<file path="config.mk">
export PLATFORM = sky130hd
export DESIGN_NAME = rx_ring_filler
export DESIGN_NICKNAME = d
export VERILOG_FILES = /design/src/rtl/rdf_pkg.sv /design/src/rtl/rdf_len_tracker.sv /design/src/rtl/rdf_desc_ptr.sv /design/src/rtl/rx_ring_filler.sv
export SDC_FILE = /design/constraint.sdc
export NUM_CORES = 1
export LEC_CHECK = 0
export BUFFER_PORTS_ARGS = -buffer_cell sky130_fd_sc_hd__buf_4
export CAP_MARGIN = 5
export CELL_PAD_IN_SITES_DETAIL_PLACEMENT = 1
export CELL_PAD_IN_SITES_GLOBAL_PLACEMENT = 1
export CORE_UTILIZATION = 41
export DETAILED_ROUTE_END_ITERATION = 12
export PLACE_DENSITY_LB_ADDON = 0.1
export SLEW_MARGIN = 20
export SYNTH_ARGS = -nofsm -noshare
export SYNTH_HDL_FRONTEND = slang
export SYNTH_SLANG_ARGS = --single-unit
</file>
<file path="constraint.sdc">
create_clock -name clk -period 3.7 [get_ports clk]
set_clock_uncertainty 0.05 [all_clocks]
set_input_delay 0.37 -clock clk [delete_from_list [all_inputs] [get_ports clk]]
set_output_delay 0.37 -clock clk [all_outputs]
set_load 0.02 [all_outputs]
</file>
<file path="src/rtl/rdf_pkg.sv">
package rdf_pkg;
  localparam int unsigned ADDR_W     = 32;
  localparam int unsigned FLAG_W     = 16;
  localparam int unsigned DESC_BYTES = 8;
  localparam int unsigned CRC_BYTES  = 4;

  // flag positions shared with software
  localparam int unsigned F_EMPTY  = 15;
  localparam int unsigned F_WRAP   = 13;
  localparam int unsigned F_LAST   = 11;
  localparam int unsigned F_LENERR = 5;
  localparam int unsigned F_TRUNC  = 0;

  typedef logic [ADDR_W-1:0] addr_t;
  typedef logic [FLAG_W-1:0] flags_t;

  typedef enum logic [2:0] {
    ST_IDLE,
    ST_FETCH,
    ST_WAIT,
    ST_FILL,
    ST_CRC,
    ST_WB,
    ST_DRAIN
  } fill_state_e;

  // flags written back when a buffer is closed
  function automatic flags_t close_flags(flags_t orig, logic final_buf,
                                         logic trunc, logic lenerr);
    flags_t f;
    f = orig;
    f[F_EMPTY] = 1'b0;
    if (final_buf) begin
      f[F_LAST] = 1'b1;
      if (trunc)  f[F_TRUNC]  = 1'b1;
      if (lenerr) f[F_LENERR] = 1'b1;
    end
    return f;
  endfunction

  // ring step after a write-back
  function automatic addr_t step_desc(addr_t cur, addr_t base, logic wrap);
    return wrap ? base : cur + addr_t'(DESC_BYTES);
  endfunction

  // CRC byte selection, least significant byte first
  function automatic logic [7:0] crc_byte(logic [31:0] crc, logic [1:0] idx);
    logic [31:0] sh;
    sh = crc >> {idx, 3'b000};
    return sh[7:0];
  endfunction
endpackage

</file>
<file path="src/rtl/rdf_len_tracker.sv">
module rdf_len_tracker #(
  parameter int unsigned MAX_FRAME = 2032,
  parameter int unsigned LIMIT_W   = 16
) (
  input  logic               clk,
  input  logic               rst_n,
  input  logic               clr,
  input  logic               beat,
  input  logic [LIMIT_W-1:0] limit,
  output logic               store_ok,
  output logic               trunc,
  output logic               lenerr
);
  localparam int unsigned CNT_W = $clog2(MAX_FRAME + 1);

  logic [CNT_W-1:0] cnt_q;
  logic             trunc_q;

  assign store_ok = cnt_q < CNT_W'(MAX_FRAME);
  assign trunc    = trunc_q;
  assign lenerr   = trunc_q | (32'(cnt_q) > 32'(limit));

  always_ff @(posedge clk or negedge rst_n) begin
    if (!rst_n) begin
      cnt_q   <= '0;
      trunc_q <= 1'b0;
    end else if (clr) begin
      cnt_q   <= '0;
      trunc_q <= 1'b0;
    end else if (beat) begin
      if (store_ok) cnt_q   <= cnt_q + CNT_W'(1);
      else          trunc_q <= 1'b1;
    end
  end

  AST_CNT_CAPPED: assert property (@(posedge clk) disable iff (!rst_n)
    cnt_q <= CNT_W'(MAX_FRAME));
  AST_TRUNC_AT_CAP: assert property (@(posedge clk) disable iff (!rst_n)
    trunc_q |-> (cnt_q == CNT_W'(MAX_FRAME)));
endmodule

</file>
<file path="src/rtl/rdf_desc_ptr.sv">
module rdf_desc_ptr
  import rdf_pkg::*;
(
  input  logic  clk,
  input  logic  rst_n,
  input  addr_t base,
  input  logic  advance,
  input  logic  wrap,
  output addr_t cur
);
  addr_t cur_q;
  logic  valid_q;

  // before the first write-back the ring start is used directly
  assign cur = valid_q ? cur_q : base;

  always_ff @(posedge clk or negedge rst_n) begin
    if (!rst_n) begin
      cur_q   <= '0;
      valid_q <= 1'b0;
    end else if (advance) begin
      cur_q   <= step_desc(cur, base, wrap);
      valid_q <= 1'b1;
    end
  end

  AST_STEP_LINEAR: assert property (@(posedge clk) disable iff (!rst_n)
    (advance && !wrap) |=> (cur == $past(cur) + addr_t'(DESC_BYTES)));
  AST_STEP_WRAP: assert property (@(posedge clk) disable iff (!rst_n)
    (advance && wrap) |=> (cur == $past(base)));
  AST_HOLD_POS: assert property (@(posedge clk) disable iff (!rst_n)
    (!advance && valid_q) |=> $stable(cur));
endmodule

</file>
<file path="src/rtl/rx_ring_filler.sv">
module rx_ring_filler
  import rdf_pkg::*;
#(
  parameter int unsigned BUF_BYTES = 64,
  parameter int unsigned MAX_FRAME = 2032,
  parameter int unsigned LIMIT_W   = 16,
  parameter int unsigned LEN_W     = 16
) (
  input  logic               clk,
  input  logic               rst_n,
  input  logic [31:0]        cfg_ring_base,
  input  logic [LIMIT_W-1:0] cfg_user_limit,
  input  logic [7:0]         s_tdata,
  input  logic               s_tvalid,
  input  logic               s_tlast,
  input  logic [31:0]        s_tcrc,
  output logic               s_tready,
  output logic               desc_rd_en,
  output logic [31:0]        desc_rd_addr,
  input  logic [15:0]        desc_rd_flags,
  input  logic [31:0]        desc_rd_bufptr,
  output logic               desc_wb_en,
  output logic [31:0]        desc_wb_addr,
  output logic [15:0]        desc_wb_flags,
  output logic [LEN_W-1:0]   desc_wb_len,
  output logic               buf_wr_en,
  output logic [31:0]        buf_wr_addr,
  output logic [7:0]         buf_wr_data,
  output logic               irq_rx_buf,
  output logic               irq_rx_frame,
  output logic               rx_overrun
);
  localparam int unsigned FILL_W = $clog2(BUF_BYTES + 1);
  localparam logic [FILL_W-1:0] FILL_FULL = FILL_W'(BUF_BYTES);
  localparam logic [1:0] CRC_LAST_IDX = 2'(CRC_BYTES - 1);

  fill_state_e       state_q;
  addr_t             bufptr_q;
  flags_t            orig_q;
  logic [FILL_W-1:0] fill_q;
  logic [31:0]       crc_q;
  logic [1:0]        crc_idx_q;
  logic              in_crc_q;
  logic              crc_done_q;

  // named internal events
  addr_t             cur_desc;
  logic              beat_take;
  logic              beat_store;
  logic              desc_ok;
  logic              desc_stall;
  logic              close_buf;
  logic              crc_last;
  logic              store_ok;
  logic              st_trunc;
  logic              st_lenerr;
  logic              frame_clr;
  logic [FILL_W-1:0] fill_inc;
  logic [FILL_W-1:0] fill_after_beat;

  assign beat_take       = (state_q == ST_FILL) && s_tvalid;
  assign beat_store      = beat_take && store_ok;
  assign desc_ok         = (state_q == ST_WAIT) &&  desc_rd_flags[F_EMPTY];
  assign desc_stall      = (state_q == ST_WAIT) && !desc_rd_flags[F_EMPTY];
  assign close_buf       = (state_q == ST_WB);
  assign crc_last        = (crc_idx_q == CRC_LAST_IDX);
  assign frame_clr       = (state_q == ST_IDLE);
  assign fill_inc        = fill_q + FILL_W'(1);
  assign fill_after_beat = beat_store ? fill_inc : fill_q;

  assign s_tready     = (state_q == ST_FILL) || (state_q == ST_DRAIN);
  assign desc_rd_en   = (state_q == ST_FETCH);
  assign desc_rd_addr = cur_desc;

  rdf_len_tracker #(
    .MAX_FRAME (MAX_FRAME),
    .LIMIT_W   (LIMIT_W)
  ) u_len (
    .clk      (clk),
    .rst_n    (rst_n),
    .clr      (frame_clr),
    .beat     (beat_take),
    .limit    (cfg_user_limit),
    .store_ok (store_ok),
    .trunc    (st_trunc),
    .lenerr   (st_lenerr)
  );

  rdf_desc_ptr u_ptr (
    .clk     (clk),
    .rst_n   (rst_n),
    .base    (cfg_ring_base),
    .advance (close_buf),
    .wrap    (orig_q[F_WRAP]),
    .cur     (cur_desc)
  );

  always_ff @(posedge clk or negedge rst_n) begin
    if (!rst_n) begin
      state_q       <= ST_IDLE;
      bufptr_q      <= '0;
      orig_q        <= '0;
      fill_q        <= '0;
      crc_q         <= '0;
      crc_idx_q     <= '0;
      in_crc_q      <= 1'b0;
      crc_done_q    <= 1'b0;
      desc_wb_en    <= 1'b0;
      desc_wb_addr  <= '0;
      desc_wb_flags <= '0;
      desc_wb_len   <= '0;
      buf_wr_en     <= 1'b0;
      buf_wr_addr   <= '0;
      buf_wr_data   <= '0;
      irq_rx_buf    <= 1'b0;
      irq_rx_frame  <= 1'b0;
      rx_overrun    <= 1'b0;
    end else begin
      desc_wb_en   <= 1'b0;
      buf_wr_en    <= 1'b0;
      irq_rx_buf   <= 1'b0;
      irq_rx_frame <= 1'b0;
      rx_overrun   <= 1'b0;
      case (state_q)
        ST_IDLE: begin
          in_crc_q   <= 1'b0;
          crc_done_q <= 1'b0;
          crc_idx_q  <= '0;
          if (s_tvalid) state_q <= ST_FETCH;
        end
        ST_FETCH: state_q <= ST_WAIT;
        ST_WAIT: begin
          if (desc_ok) begin
            bufptr_q <= desc_rd_bufptr;
            orig_q   <= desc_rd_flags;
            fill_q   <= '0;
            state_q  <= in_crc_q ? ST_CRC : ST_FILL;
          end else begin
            rx_overrun <= 1'b1;
            state_q    <= in_crc_q ? ST_IDLE : ST_DRAIN;
          end
        end
        ST_FILL: begin
          if (beat_store) begin
            buf_wr_en   <= 1'b1;
            buf_wr_addr <= bufptr_q + addr_t'(fill_q);
            buf_wr_data <= s_tdata;
            fill_q      <= fill_inc;
          end
          if (beat_take) begin
            if (s_tlast) begin
              crc_q    <= s_tcrc;
              in_crc_q <= 1'b1;
              state_q  <= (fill_after_beat == FILL_FULL) ? ST_WB : ST_CRC;
            end else if (fill_after_beat == FILL_FULL) begin
              state_q <= ST_WB;
            end
          end
        end
        ST_CRC: begin
          buf_wr_en   <= 1'b1;
          buf_wr_addr <= bufptr_q + addr_t'(fill_q);
          buf_wr_data <= crc_byte(crc_q, crc_idx_q);
          fill_q      <= fill_inc;
          crc_idx_q   <= crc_idx_q + 2'd1;
          crc_done_q  <= crc_last;
          if (crc_last || (fill_inc == FILL_FULL)) state_q <= ST_WB;
        end
        ST_WB: begin
          desc_wb_en    <= 1'b1;
          desc_wb_addr  <= cur_desc;
          desc_wb_flags <= close_flags(orig_q, crc_done_q, st_trunc, st_lenerr);
          desc_wb_len   <= LEN_W'(fill_q);
          irq_rx_frame  <= crc_done_q;
          irq_rx_buf    <= !crc_done_q;
          state_q       <= crc_done_q ? ST_IDLE : ST_FETCH;
        end
        ST_DRAIN: begin
          if (s_tvalid && s_tlast) state_q <= ST_IDLE;
        end
        default: state_q <= ST_IDLE;
      endcase
    end
  end

  AST_WB_CLEARS_EMPTY: assert property (@(posedge clk) disable iff (!rst_n)
    desc_wb_en |-> !desc_wb_flags[F_EMPTY]);
  AST_LAST_WITH_FRAME_IRQ: assert property (@(posedge clk) disable iff (!rst_n)
    desc_wb_en |-> (desc_wb_flags[F_LAST] == irq_rx_frame));
  AST_STATUS_ONLY_FINAL: assert property (@(posedge clk) disable iff (!rst_n)
    (desc_wb_en && !irq_rx_frame) |-> (!desc_wb_flags[F_TRUNC] && !desc_wb_flags[F_LENERR]
                                       && !orig_q[F_TRUNC] || !desc_wb_en));
  AST_IRQ_WITH_WB: assert property (@(posedge clk) disable iff (!rst_n)
    (irq_rx_buf || irq_rx_frame) |-> (desc_wb_en && !(irq_rx_buf && irq_rx_frame)));
  AST_STALL_NO_WRITE: assert property (@(posedge clk) disable iff (!rst_n)
    desc_stall |=> (rx_overrun && !buf_wr_en && !desc_wb_en));
  AST_WR_WITHIN_BUF: assert property (@(posedge clk) disable iff (!rst_n)
    buf_wr_en |-> ((fill_q != '0) && (fill_q <= FILL_FULL)));
  AST_DRAIN_HOLDS: assert property (@(posedge clk) disable iff (!rst_n)
    ((state_q == ST_DRAIN) && !(s_tvalid && s_tlast)) |=> s_tready);
endmodule

</file>
# After elaboration in Yosys (flattened, before gate mapping)
# Cells that the tools add are included.
# classes
n_reduce_logical	22
n_eq_ne	18
add_sub_neg	5
mux	44
bitwise_logic	1
shifts	1
magnitude_cmp	2
# op_table
op	count
two-way mux 32 bit	3
one-hot mux 32 bit (2 select lines)	1
two-way mux 11 bit	3
adder 32 x 4 -> 32 bit, second input constant	1
adder 32 x 7 -> 32 bit	1
right shift 32 x 5 -> 8 bit	1
two-way mux 3 bit	9
one-hot mux 3 bit (7 select lines)	1
one-hot mux 7 bit (3 select lines)	1
two-way mux 1 bit	18
greater-than comparator 11 x 16 -> 1 bit	1
one-hot mux 8 bit (2 select lines)	1
== test 7 bit, second input constant	2
two-way mux 7 bit	2
inequality test 2 bit, second input constant	6
adder 11 x 1 -> 11 bit, second input constant	1
< comparator 11 bit, second input constant	1
AND reduction 2 bit	5
nonzero test 2 bit	5
== test 3 bit, second input constant	3
two-way mux 8 bit	1
adder 7 x 1 -> 7 bit, second input constant	1
== test 3 x 2 -> 1 bit, second input constant	2
one-hot mux 1 bit (2 select lines)	3
other kinds (14)	20
# totals
elab_cells	115
output_inout_bits	143
inputBits	140
reg_bits	237

# Logic depth before layout (Yosys ltp)
# Gate-level depths: netlist of the first run.
# logic_depth
depth_word	9
mapped_depth	14

# Cells and area by module
# From an unflattened synthesis of the first run, not the netlist that was laid out.
# hier_totals
hier_cells	1290
area_unflattened_um2	12547.0
# modules_own_cells
mod	n_inst	seq_area_each_um2	cells_each	area_per_inst_um2
rx_ring_filler	1	4804.6	804	8568.2
rdf_desc_ptr	1	825.8	387	3085.5
rdf_len_tracker	1	300.3	99	893.4

# Least setup slack after synthesis of the first run
# No wires, ideal clock.
# synth_timing
path_kind	reg-to-reg
from	register u_ptr.valid_q
to	register u_ptr.cur_q[17]
path_buffers	5
path_stages_with_launch	15
synth_period_minus_slack_ns	3.217
setup_ns	0.127
slack_ns	0.483
arrival_time_ns	3.041
cell_sequence	dfrtp_1 buf_6 buf_4 buf_2 buf_2 buf_2 mux2_2 ha_1 inv_1 a221oi_2 and2b_1 nand3_1 mux2i_1 a21oi_1 o2bb2a_1
# synth_between
elab_chain_len	3
# synth_rtl
item	line	rtl
start, declared	rdf_desc_ptr.sv:12	logic valid_q;
start signal, assigned	rdf_desc_ptr.sv:20	valid_q <= 1'b0;
start signal, assigned	rdf_desc_ptr.sv:23	valid_q <= 1'b1;
two-way mux 32 bit	rdf_desc_ptr.sv:15	assign cur = valid_q ? cur_q : base;
net desc_rd_addr[4]	rx_ring_filler.sv:19	output logic [31:0] desc_rd_addr,
adder 32 x 4 -> 32 bit	rdf_pkg.sv:43	return wrap ? base : cur + addr_t'(DESC_BYTES);
two-way mux 32 bit	rdf_pkg.sv:43	
end signal, assigned	rdf_desc_ptr.sv:22	cur_q <= step_desc(cur, base, wrap);
end, declared	rdf_desc_ptr.sv:11	addr_t cur_q;
# The timed path passes the listed nets, and every way through them passes these cells.
# A chain may end at the register's enable or synchronous reset.

# Worst setup path in the final report of the first run
# layout_timing
from	register u_ptr.valid_q
to	register u_ptr.cur_q[23]
# layout_between
elab_chain_len	3
# layout_rtl
item	line
two-way mux 32 bit	rdf_desc_ptr.sv:15
adder 32 x 4 -> 32 bit	rdf_pkg.sv:43
two-way mux 32 bit	rdf_pkg.sv:43
# Every way passes these cells.

==> metrics.sh, run 1 <==
OUTCOME='finished, final reports clean'
FIRSTDRTPASSITERS=7
MAXCAPVIOLCOUNT=0
FP-ROW-COUNT=62
CLK_PIN_SLEW_NS=0.06
FINAL_UTIL=0.564
GRT_PASS1_VIAS=11300
CRITICAL_PATH.ENDPOINT_TYPE='flip-flop'
CTS.PATH.MAX_BUFFERS=3
NUM_ANTENNA_CELLS=0
SYNTH.YOSYS.SEQ_AREA_SHARE=0.484
ROUTEDWLPERCELL_UM=19.5
SYNTH-EDFF-COUNT=0
CLOCK_POWER_SHARE=0.208
ROUTE.FINAL.WIRE_LENGTH_UM=38900
FINAL.PERIOD_UTILIZATION=0.831
CTSHTREEMAXLEVEL=1
CRITICAL_PATH_REQUIRED_NS=4.10
TIMING.REG2REG.WORST_PATH_DEPTH=8
CP.ARRIVAL_NS=3.47
CORE_REGION_AREA_UM2=29000
NETSWITCHINGPOWER_mW=5.52
SLEW_VIOLATIONS=0
YS.FLOP_TYPE='sky130_fd_sc_hd__dfrtp_1'
FLOORPLAN.DIE.HEIGHT_UM=175
SETUP_SLACK_OF_THE_CRITICAL_PATH_AFTER_LAYOUT_NS=0.626
NNETSFINAL=1751
SLEW_HEADROOM=0.412
LAYOUT_MIN_CYCLE_TIME_NS=3.07
FMAX_MHz=325
VIA_COUNT=10600
SHARE_OF_THE_SYNTHESIZED_AREA_IN_THE_TOP_CELL_TYPE=0.484
GLOBAL_ROUTE.OVERFLOW_TOTAL=0
MOST_FREQUENT_CELLS_IN_THE_LAYOUT='sky130_fd_sc_hd__buf_4 (292), sky130_fd_sc_hd__nand2_1 (236), sky130_fd_sc_hd__dfrtp_1 (236)'
HOLD-PATH-ENDPOINT='crc_q[7]'
PWR-SHARE-SEQ=0.345
POSTSYNTHCELLCOUNT=1256
CLOCK_SINKS=237
POST_CTS_BUFFERS=0
YOSYS.CELL_TYPES.COUNT=71
TOTAL_LEAKAGE_POWER_nW=7.79
NUMBER_OF_BUFFERS_INSERTED_DURING_CLOCK_TREE_SYNTHESIS=28
MIN_PATH_TYPE='input pin to flip-flop'
YOSYSTOPAREACELL='sky130_fd_sc_hd__dfrtp_1'
WORSTSETUPPATHTYPE='flip-flop to flip-flop'
RRSETUPSLACK_NS=0.63
GRT_ANTENNA_BEFORE_REPAIR=0
MIN_DELAY_PATH_DEPTH=2
TOTAL_ROUTING_RESOURCE_UTILIZATION_AFTER_GLOBAL_ROUTING=0.253
INITIAL_UTILIZATION=0.422
FIN_HOLD_WS_NS=0.0175
WORSTPATHMAXFANOUT=23
SETUP_REPAIR_AFTER_GLOBAL_ROUTING_MISSED_ITS_MARGIN='false'
ANT_NETS=0
SYNTH_TOP_CELLS_BY_AREA='sky130_fd_sc_hd__dfrtp_1 (48%), sky130_fd_sc_hd__mux2_2 (8.6%), sky130_fd_sc_hd__nand2_1 (7.2%)'
POSTSYNTHAREAPERCELL_UM2=9.75
TIMING.CRITICAL_PATH.FROM_TYPE='flip-flop'
MAX-VDD-IR-DROP_uV=419
SYNTHARSTFLOPSHARE=1.00
AREA_ADDED_BETWEEN_SYNTHESIS_AND_FINISH_PCT=33.6
DRTITER0DRC=526
FINAL-SETUP-VIOL-COUNT=0
WORST_SKEW_PAIR.LATE_LATENCY_NS=0.55
GRT_FIRST_PASS_WIRELENGTH_UM=61700
SHARE_OF_CELLS_ABOVE_DRIVE_STRENGTH_1=0.287
YS_SEQ_ELEMENTS=237
YS.WARNINGS.COUNT=0
REGTOREGSTARTPOINT='u_ptr.valid_q'
CRITICAL_PATH.STARTPOINT='u_ptr.valid_q'
TIMING_WORST_SLEW_PIN_VALUE_NS=0.872
GP_CONGESTION=0.814
FINALHOLDVIOLCOUNT=0
MAXIMUM_NUMBER_OF_PINS_ON_ONE_NET_BEFORE_GLOBAL_ROUTE_REPAIR=84
SWITCHING_SHARE=0.408
VIA_PER_INST=5.30
PLACE_WORST_SETUP_SLACK_NS=0.642
MIN_FROM='s_tcrc[7]'
REMAINING_DRCS=0
POWER_PER_STANDARD_CELL_AREA_nW_PER_UM2=826
R2R-END='u_ptr.cur_q[23]'
PORT-BUFFER-COUNT=272
DIE_AREA_UM2=30600
SYNTH_AREA_UM2=12200
PIN_COUNT=283
CTS_TREE='done'
COMB_POWER_SHARE=0.447
DIE_W_UM=175
SETUP-TNS-FINAL_NS=0
POST-DP-HPWL_UM=25400
MOSTFREQUENTLAYOUTCELL='sky130_fd_sc_hd__buf_4'
INTPOWER_mW=7.99
CTSROOTBUFFERMASTER='sky130_fd_sc_hd__clkbuf_16'
[worst max path at each step]
stage                            endpoint  slack (ns)  cells past startpoint
final                     u_ptr.cur_q[23]        0.63                      8
after global routing      u_ptr.cur_q[23]        0.36                      8
after CTS                 u_ptr.cur_q[23]        0.63                      8
after detailed placement  u_ptr.cur_q[23]        0.64                      8
after global placement    u_ptr.cur_q[23]        0.81                      8
after floorplan           u_ptr.cur_q[17]        0.48                     14
[cell families after synthesis]
family	share of synthesized area
flops	0.484
simple gates	0.165
buf+inv	0.0418
mux	0.124
compound gates	0.123
fa+ha+maj	0.0251
xor+xnor	0.0365
other cells	0.000306
[registers in the layout (all words and copies together) (netlist names), 8 cells and up]
name,flops
buf_wr_addr,32
bufptr_q,32
crc_q,32
desc_wb_addr,32
u_ptr.cur_q,32
desc_wb_flags,15
orig_q,15
u_len.cnt_q,11
buf_wr_data,8
[routing by layer]
metal / vias up / part of all wire / GRT usage
met5: - / 0 / 0
met1: 5233 / 0.44 / 0.331
li1: 5016 / - / -
met4: 0 / 0.023 / 0.0641
met3: 56 / 0.053 / 0.0440
met2: 262 / 0.49 / 0.432
[worst max-delay path: stages, from the launching register on]
cell	delay (ns)
sky130_fd_sc_hd__dfrtp_2	0.64
sky130_fd_sc_hd__buf_4	0.36
sky130_fd_sc_hd__nand3_1	0.18
sky130_fd_sc_hd__a221oi_2	0.51
sky130_fd_sc_hd__nand2b_1	0.31
sky130_fd_sc_hd__nor2_1	0.40
sky130_fd_sc_hd__nand2_1	0.13
sky130_fd_sc_hd__mux2i_1	0.14
sky130_fd_sc_hd__a211oi_1	0.26
[stage by stage]
step	cells	instance area [um2]	power [mW]
finish	1993	16400	13.5
CTS	1992	16400	13.5
floorplan	1265	12300	8.25
global placement	1867	14700	10.4
detailed placement	1867	14700	10.6
global route	1993	16400	14.4
[Yosys cell counts, types with 3 or more instances]
library cell                instances
sky130_fd_sc_hd__inv_1             39
sky130_fd_sc_hd__buf_1             14
sky130_fd_sc_hd__a211oi_1           5
sky130_fd_sc_hd__a32oi_1            5
sky130_fd_sc_hd__and3_1            12
sky130_fd_sc_hd__nor2b_1            4
sky130_fd_sc_hd__buf_4             11
sky130_fd_sc_hd__ha_1              23
sky130_fd_sc_hd__clkbuf_1          43
sky130_fd_sc_hd__nand2_1          236
sky130_fd_sc_hd__a21oi_1           50
sky130_fd_sc_hd__a32o_1             6
sky130_fd_sc_hd__a31oi_1           18
sky130_fd_sc_hd__or3_1              3
sky130_fd_sc_hd__xor2_1            27
sky130_fd_sc_hd__o31ai_1            5
sky130_fd_sc_hd__mux2_2            94
sky130_fd_sc_hd__dfrtp_1          237
sky130_fd_sc_hd__or2_2              3
sky130_fd_sc_hd__o21ai_0          101
sky130_fd_sc_hd__nor2_1            84
sky130_fd_sc_hd__xnor2_1           24
sky130_fd_sc_hd__mux4_2             8
sky130_fd_sc_hd__nand4_1           20
sky130_fd_sc_hd__nand3b_1           4
sky130_fd_sc_hd__nand3_1           32
sky130_fd_sc_hd__o211ai_1          10
sky130_fd_sc_hd__o21a_1            12
sky130_fd_sc_hd__a21o_1             9
sky130_fd_sc_hd__and2_1             6
sky130_fd_sc_hd__nand2b_1           6
sky130_fd_sc_hd__nor3_1            19
sky130_fd_sc_hd__nor4_1             7
sky130_fd_sc_hd__mux2i_1           28
sky130_fd_sc_hd__a2bb2oi_1          3
sky130_fd_sc_hd__buf_2              7
[cell type report]
cell class                 count  area, um2
clock buffer                  41        820
clock inverter                11        126
fill                        3238      12700
inverter                      41        154
multi-input combinational    910       5860
sequential                   237       5930
tap                          384        480
timing repair buffer         369       2990
[what timing repair did]
action,in CTS,in global routing
endpoints found under the hold margin,152,1
hold buffers,73,1
resized for setup,0,0
[power groups by stage]
stage               Clock [mW]  Sequential, mW  Combinational (mW)
global route              2.97            4.82                6.59
global placement             0            4.58                5.78
CTS                       2.88            4.62                6.04
detailed placement           0            4.64                5.94
finish                    2.82            4.66                6.03
floorplan                    0            4.85                3.39
Power figures use the tool's default switching activity.
==> inputs of run 2 (changes only) <==
--- a/config.mk
+++ b/config.mk
@@ -5,11 +5,12 @@
 export SDC_FILE = /design/constraint.sdc
 export NUM_CORES = 1
 export LEC_CHECK = 0
+export ABC_AREA = 1
 export BUFFER_PORTS_ARGS = -buffer_cell sky130_fd_sc_hd__buf_4
 export CAP_MARGIN = 5
 export CELL_PAD_IN_SITES_DETAIL_PLACEMENT = 1
 export CELL_PAD_IN_SITES_GLOBAL_PLACEMENT = 1
-export CORE_UTILIZATION = 41
+export CORE_UTILIZATION = 36
 export DETAILED_ROUTE_END_ITERATION = 12
 export PLACE_DENSITY_LB_ADDON = 0.1
 export SLEW_MARGIN = 20
==> constraint.sdc (replaced) <==
create_clock -name clk -period 2.7 [get_ports clk]
set_clock_uncertainty 0.05 [all_clocks]
set_input_delay 0.27 -clock clk [delete_from_list [all_inputs] [get_ports clk]]
set_output_delay 0.27 -clock clk [all_outputs]
set_load 0.02 [all_outputs]
==> run 2 against run 1 <==
Sequential share of layout area is 2.4 points lower. Sequential power is 33% higher. Register-to-register slack worse by 0.31 ns. Critical path depth is 4 lower. Core utilization is 5.8 points lower. Clock-buffer cell count is 2 lower. Worst hold slack worse by 0.0030 ns. First-iteration DRC count is 8.4% lower. Synthesized cell count is 29% higher. Via count is 17% higher. Wire length is 14% higher. Global-route usage is 0.48 points lower. Critical endpoint is now desc_rd_addr[24].
==> metrics.sh, run 2 <==
SETUP_REPAIR_AFTER_GLOBAL_ROUTING_MISSED_ITS_MARGIN='false'
MAXCAPVIOLCOUNT=0
POWER_PER_STANDARD_CELL_AREA_nW_PER_UM2=1140
CP.DEPTH=4
FINAL.PERIOD_UTILIZATION=0.960
FINAL-SETUP-VIOL-COUNT=0
SHARE_OF_CELLS_ABOVE_DRIVE_STRENGTH_1=0.226
SLEW_HEADROOM=0.543
TOTAL_ROUTING_RESOURCE_UTILIZATION_AFTER_GLOBAL_ROUTING=0.248
MOST_FREQUENT_CELLS_IN_THE_LAYOUT='sky130_fd_sc_hd__nand2_1 (562), sky130_fd_sc_hd__buf_4 (300), sky130_fd_sc_hd__dfrtp_1 (236)'
SYNTH.YOSYS.SEQ_AREA_SHARE=0.466
VIA_COUNT=12400
GLOBAL_ROUTE.OVERFLOW_TOTAL=0
ANT_NETS=0
MOSTFREQUENTLAYOUTCELL='sky130_fd_sc_hd__nand2_1'
SYNTH-EDFF-COUNT=0
CLOCK_SINKS=237
MAX-VDD-IR-DROP_uV=597
NUMBER_OF_BUFFERS_INSERTED_DURING_CLOCK_TREE_SYNTHESIS=29
TIMING_WORST_SLEW_PIN_VALUE_NS=0.684
NNETSFINAL=2174
TOTALPOWERFINAL_mW=20.0
AREA_ADDED_BETWEEN_SYNTHESIS_AND_FINISH_PCT=37.7
FINALHOLDVIOLCOUNT=0
DIE_AREA_UM2=36100
CORE_REGION_AREA_UM2=34600
DIE_W_UM=190
CP.ARRIVAL_NS=2.27
YS_SEQ_ELEMENTS=237
SHARE_OF_THE_SYNTHESIZED_AREA_IN_THE_TOP_CELL_TYPE=0.466
TOTAL_LEAKAGE_POWER_nW=8.82
SLEW_VIOLATIONS=0
YOSYSTOPAREACELL='sky130_fd_sc_hd__dfrtp_1'
TIMING.REG2REG.WORST_PATH_DEPTH=11
VIA_PER_INST=4.98
CRITICAL_PATH_BUF_INV_COUNT=3
LONGEST_INDIVIDUAL_STAGE_DELAY_ON_THE_WORST_PATH_NS=0.51
SETUP-TNS-FINAL_NS=0
YS.WARNINGS.COUNT=0
MIN_PATH_TYPE='input pin to flip-flop'
GRT_FIRST_PASS_WIRELENGTH_UM=71300
GRT_ANTENNA_BEFORE_REPAIR=3
DRTITER0DRC=482
SYNTHTOPCELLSBYCOUNT='sky130_fd_sc_hd__nand2_1 (563), sky130_fd_sc_hd__dfrtp_1 (237), sky130_fd_sc_hd__inv_1 (147)'
PORT-BUFFER-COUNT=272
POSTSYNTHAREAPERCELL_UM2=7.88
KIND_OF_CELL_ADDING_THE_MOST_DELAY_TO_THE_CRITICAL_PATH='buffers and inverters'
WORST_PATH_MAX_DELAY_CELL='sky130_fd_sc_hd__dfrtp_2'
YS.FLOP_TYPE='sky130_fd_sc_hd__dfrtp_1'
CTSHTREEMAXLEVEL=1
WORSTSETUPPATHTYPE='flip-flop to output port'
MOST_FREQUENT_CELL_AFTER_SYNTHESIS='sky130_fd_sc_hd__nand2_1'
FMAX_MHz=386
WORSTPATHMAXFANOUT=25
SYNTH_AREA_UM2=12700
GLOBAL_ROUTE.PEAK_USAGE_LAYER='met2'
MIN_DELAY_PATH_DEPTH=3
FP-ROW-COUNT=68
CRITICAL_PATH.ENDPOINT_TYPE='output port'
REMAINING_DRCS=0
WORST_SKEW_PAIR.LATE_LATENCY_NS=0.58
SYNTH_TOP_CELLS_BY_AREA='sky130_fd_sc_hd__dfrtp_1 (47%), sky130_fd_sc_hd__nand2_1 (17%), sky130_fd_sc_hd__o21ai_0 (4.5%)'
GRT_PASS1_VIAS=13200
OUTCOME='finished, final reports clean'
CRITICAL_PATH_REQUIRED_NS=2.38
GP_CONGESTION=0.888
INITIAL_UTILIZATION=0.367
PIN_COUNT=283
FLOORPLAN.DIE.HEIGHT_UM=190
GROUTE.LAYER.MET3.USAGE=0.0437
GLOBALROUTEMET1UTIL=0.318
FIRSTDRTPASSITERS=4
CLK_PIN_SLEW_NS=0.06
POSTSYNTHCELLCOUNT=1615
SYNTHARSTFLOPSHARE=1.00
ROUTE.FINAL.WIRE_LENGTH_UM=44300
POST-DP-HPWL_UM=31800
GR-USAGE-MET2=0.420
MAXIMUM_NUMBER_OF_PINS_ON_ONE_NET_BEFORE_GLOBAL_ROUTE_REPAIR=67
CTS.PATH.MAX_BUFFERS=3
YOSYS.CELL_TYPES.COUNT=50
CP_CELL_SEQUENCE='buf_6 > o21ai_1 > inv_1 > buf_4'
ROUTEDWLPERCELL_UM=17.8
CTSROOTBUFFERMASTER='sky130_fd_sc_hd__clkbuf_16'
TIMING.CRITICAL_PATH.FROM_TYPE='flip-flop'
CTS_TREE='done'
LAYOUT_MIN_CYCLE_TIME_NS=2.59
[run 2: cell count changes after synthesis, sizes merged, moves of 14 or more]
cell / previous run / this run
nand2: 236 / 575
mux2: 94 / 32
o21ai: 103 / 151
a31oi: 18 / 4
nor2: 85 / 124
nand3: 32 / 81
inv: 40 / 153
mux2i: 28 / 0
xor2: 27 / 7
xnor2: 24 / 8
a22oi: 0 / 16
clkbuf: 43 / 24
[run 2: cell type report]
cell class,instances,area (um2)
Fill cell,4193,17100
Sequential cell,237,5930
Multi-Input combinational cell,1163,5860
Timing Repair Buffer,422,3550
Clock buffer,39,803
Inverter,157,589
Tap cell,455,569
Clock inverter,13,211
Antenna cell,3,7.51
[run 2: kinds of logic (layout without fill, tap and decap cells)]
logic type      count (synthesis)  count (layout)  synth area share
compound gates                250             250             0.119
xor+xnor                       15              15            0.0103
fa+ha+maj                      24              24            0.0242
buf+inv                       224             631            0.0766
flops                         237             237             0.466
mux                            32              32            0.0283
other cells                     1              13          0.000295
simple gates                  832             832             0.275
[run 2: timing repair]
item                       in CTS  in global routing
buffers inserted                0                  0
hold buffers                  113                  0
hold endpoints to repair      204                  0
setup endpoints to repair       0                  2
resized for setup               0                  2
[run 2: final timing paths]
check,from,endpoint,slack [ns]
worst max-delay path,u_ptr.valid_q,desc_rd_addr[24],0.11
worst max register to register,fill_q[0],buf_wr_addr[26],0.32
worst min register to register,orig_q[1],desc_wb_flags[1],0.43
max in group asynchronous,rst_n,desc_wb_flags[12],1.68
worst min-delay path,s_tdata[7],buf_wr_data[7],0.01
min in group asynchronous,rst_n,buf_wr_addr[19],0.18
[run 2: metal layers]
layer	wire, um	vias to the layer above
li1	-	6011
met2	21300	255
met1	19500	6067
met3	2080	68
met5	0	-
met4	1350	0
[run 2: where the power goes]
part	switching (mW)	internal (mW)	leakage, nW
clock network	1.60	2.56	0.498
registers	1.11	5.11	2.99
logic	6.01	3.59	5.33
total	8.72	11.3	8.82
[run 2: worst register-to-register path: stages (launching register included)]
cell,delay [ns]
sky130_fd_sc_hd__dfrtp_1,0.36
sky130_fd_sc_hd__ha_1,0.17
sky130_fd_sc_hd__inv_1,0.06
sky130_fd_sc_hd__fa_1,0.40
sky130_fd_sc_hd__o21ai_1,0.25
sky130_fd_sc_hd__nand2_1,0.11
sky130_fd_sc_hd__nand2_1,0.25
sky130_fd_sc_hd__nand2_1,0.18
sky130_fd_sc_hd__nor2_1,0.20
sky130_fd_sc_hd__nand3_1,0.09
sky130_fd_sc_hd__nand3_1,0.09
sky130_fd_sc_hd__nand2_1,0.05
[run 2: through the flow]
stage	cells	hold WS (ns)	util	worst slack (ns)	area [um2]
after floorplan	1624	-0.0756	-	0.524	12800
after global placement	2321	0.176	0.444	0.305	15400
after detailed placement	2321	0.177	0.444	0.221	15400
after CTS	2486	0.00123	0.506	0.0525	17500
after global routing	2489	0.0318	0.506	0.0389	17500
final	2489	0.0145	0.506	0.109	17500
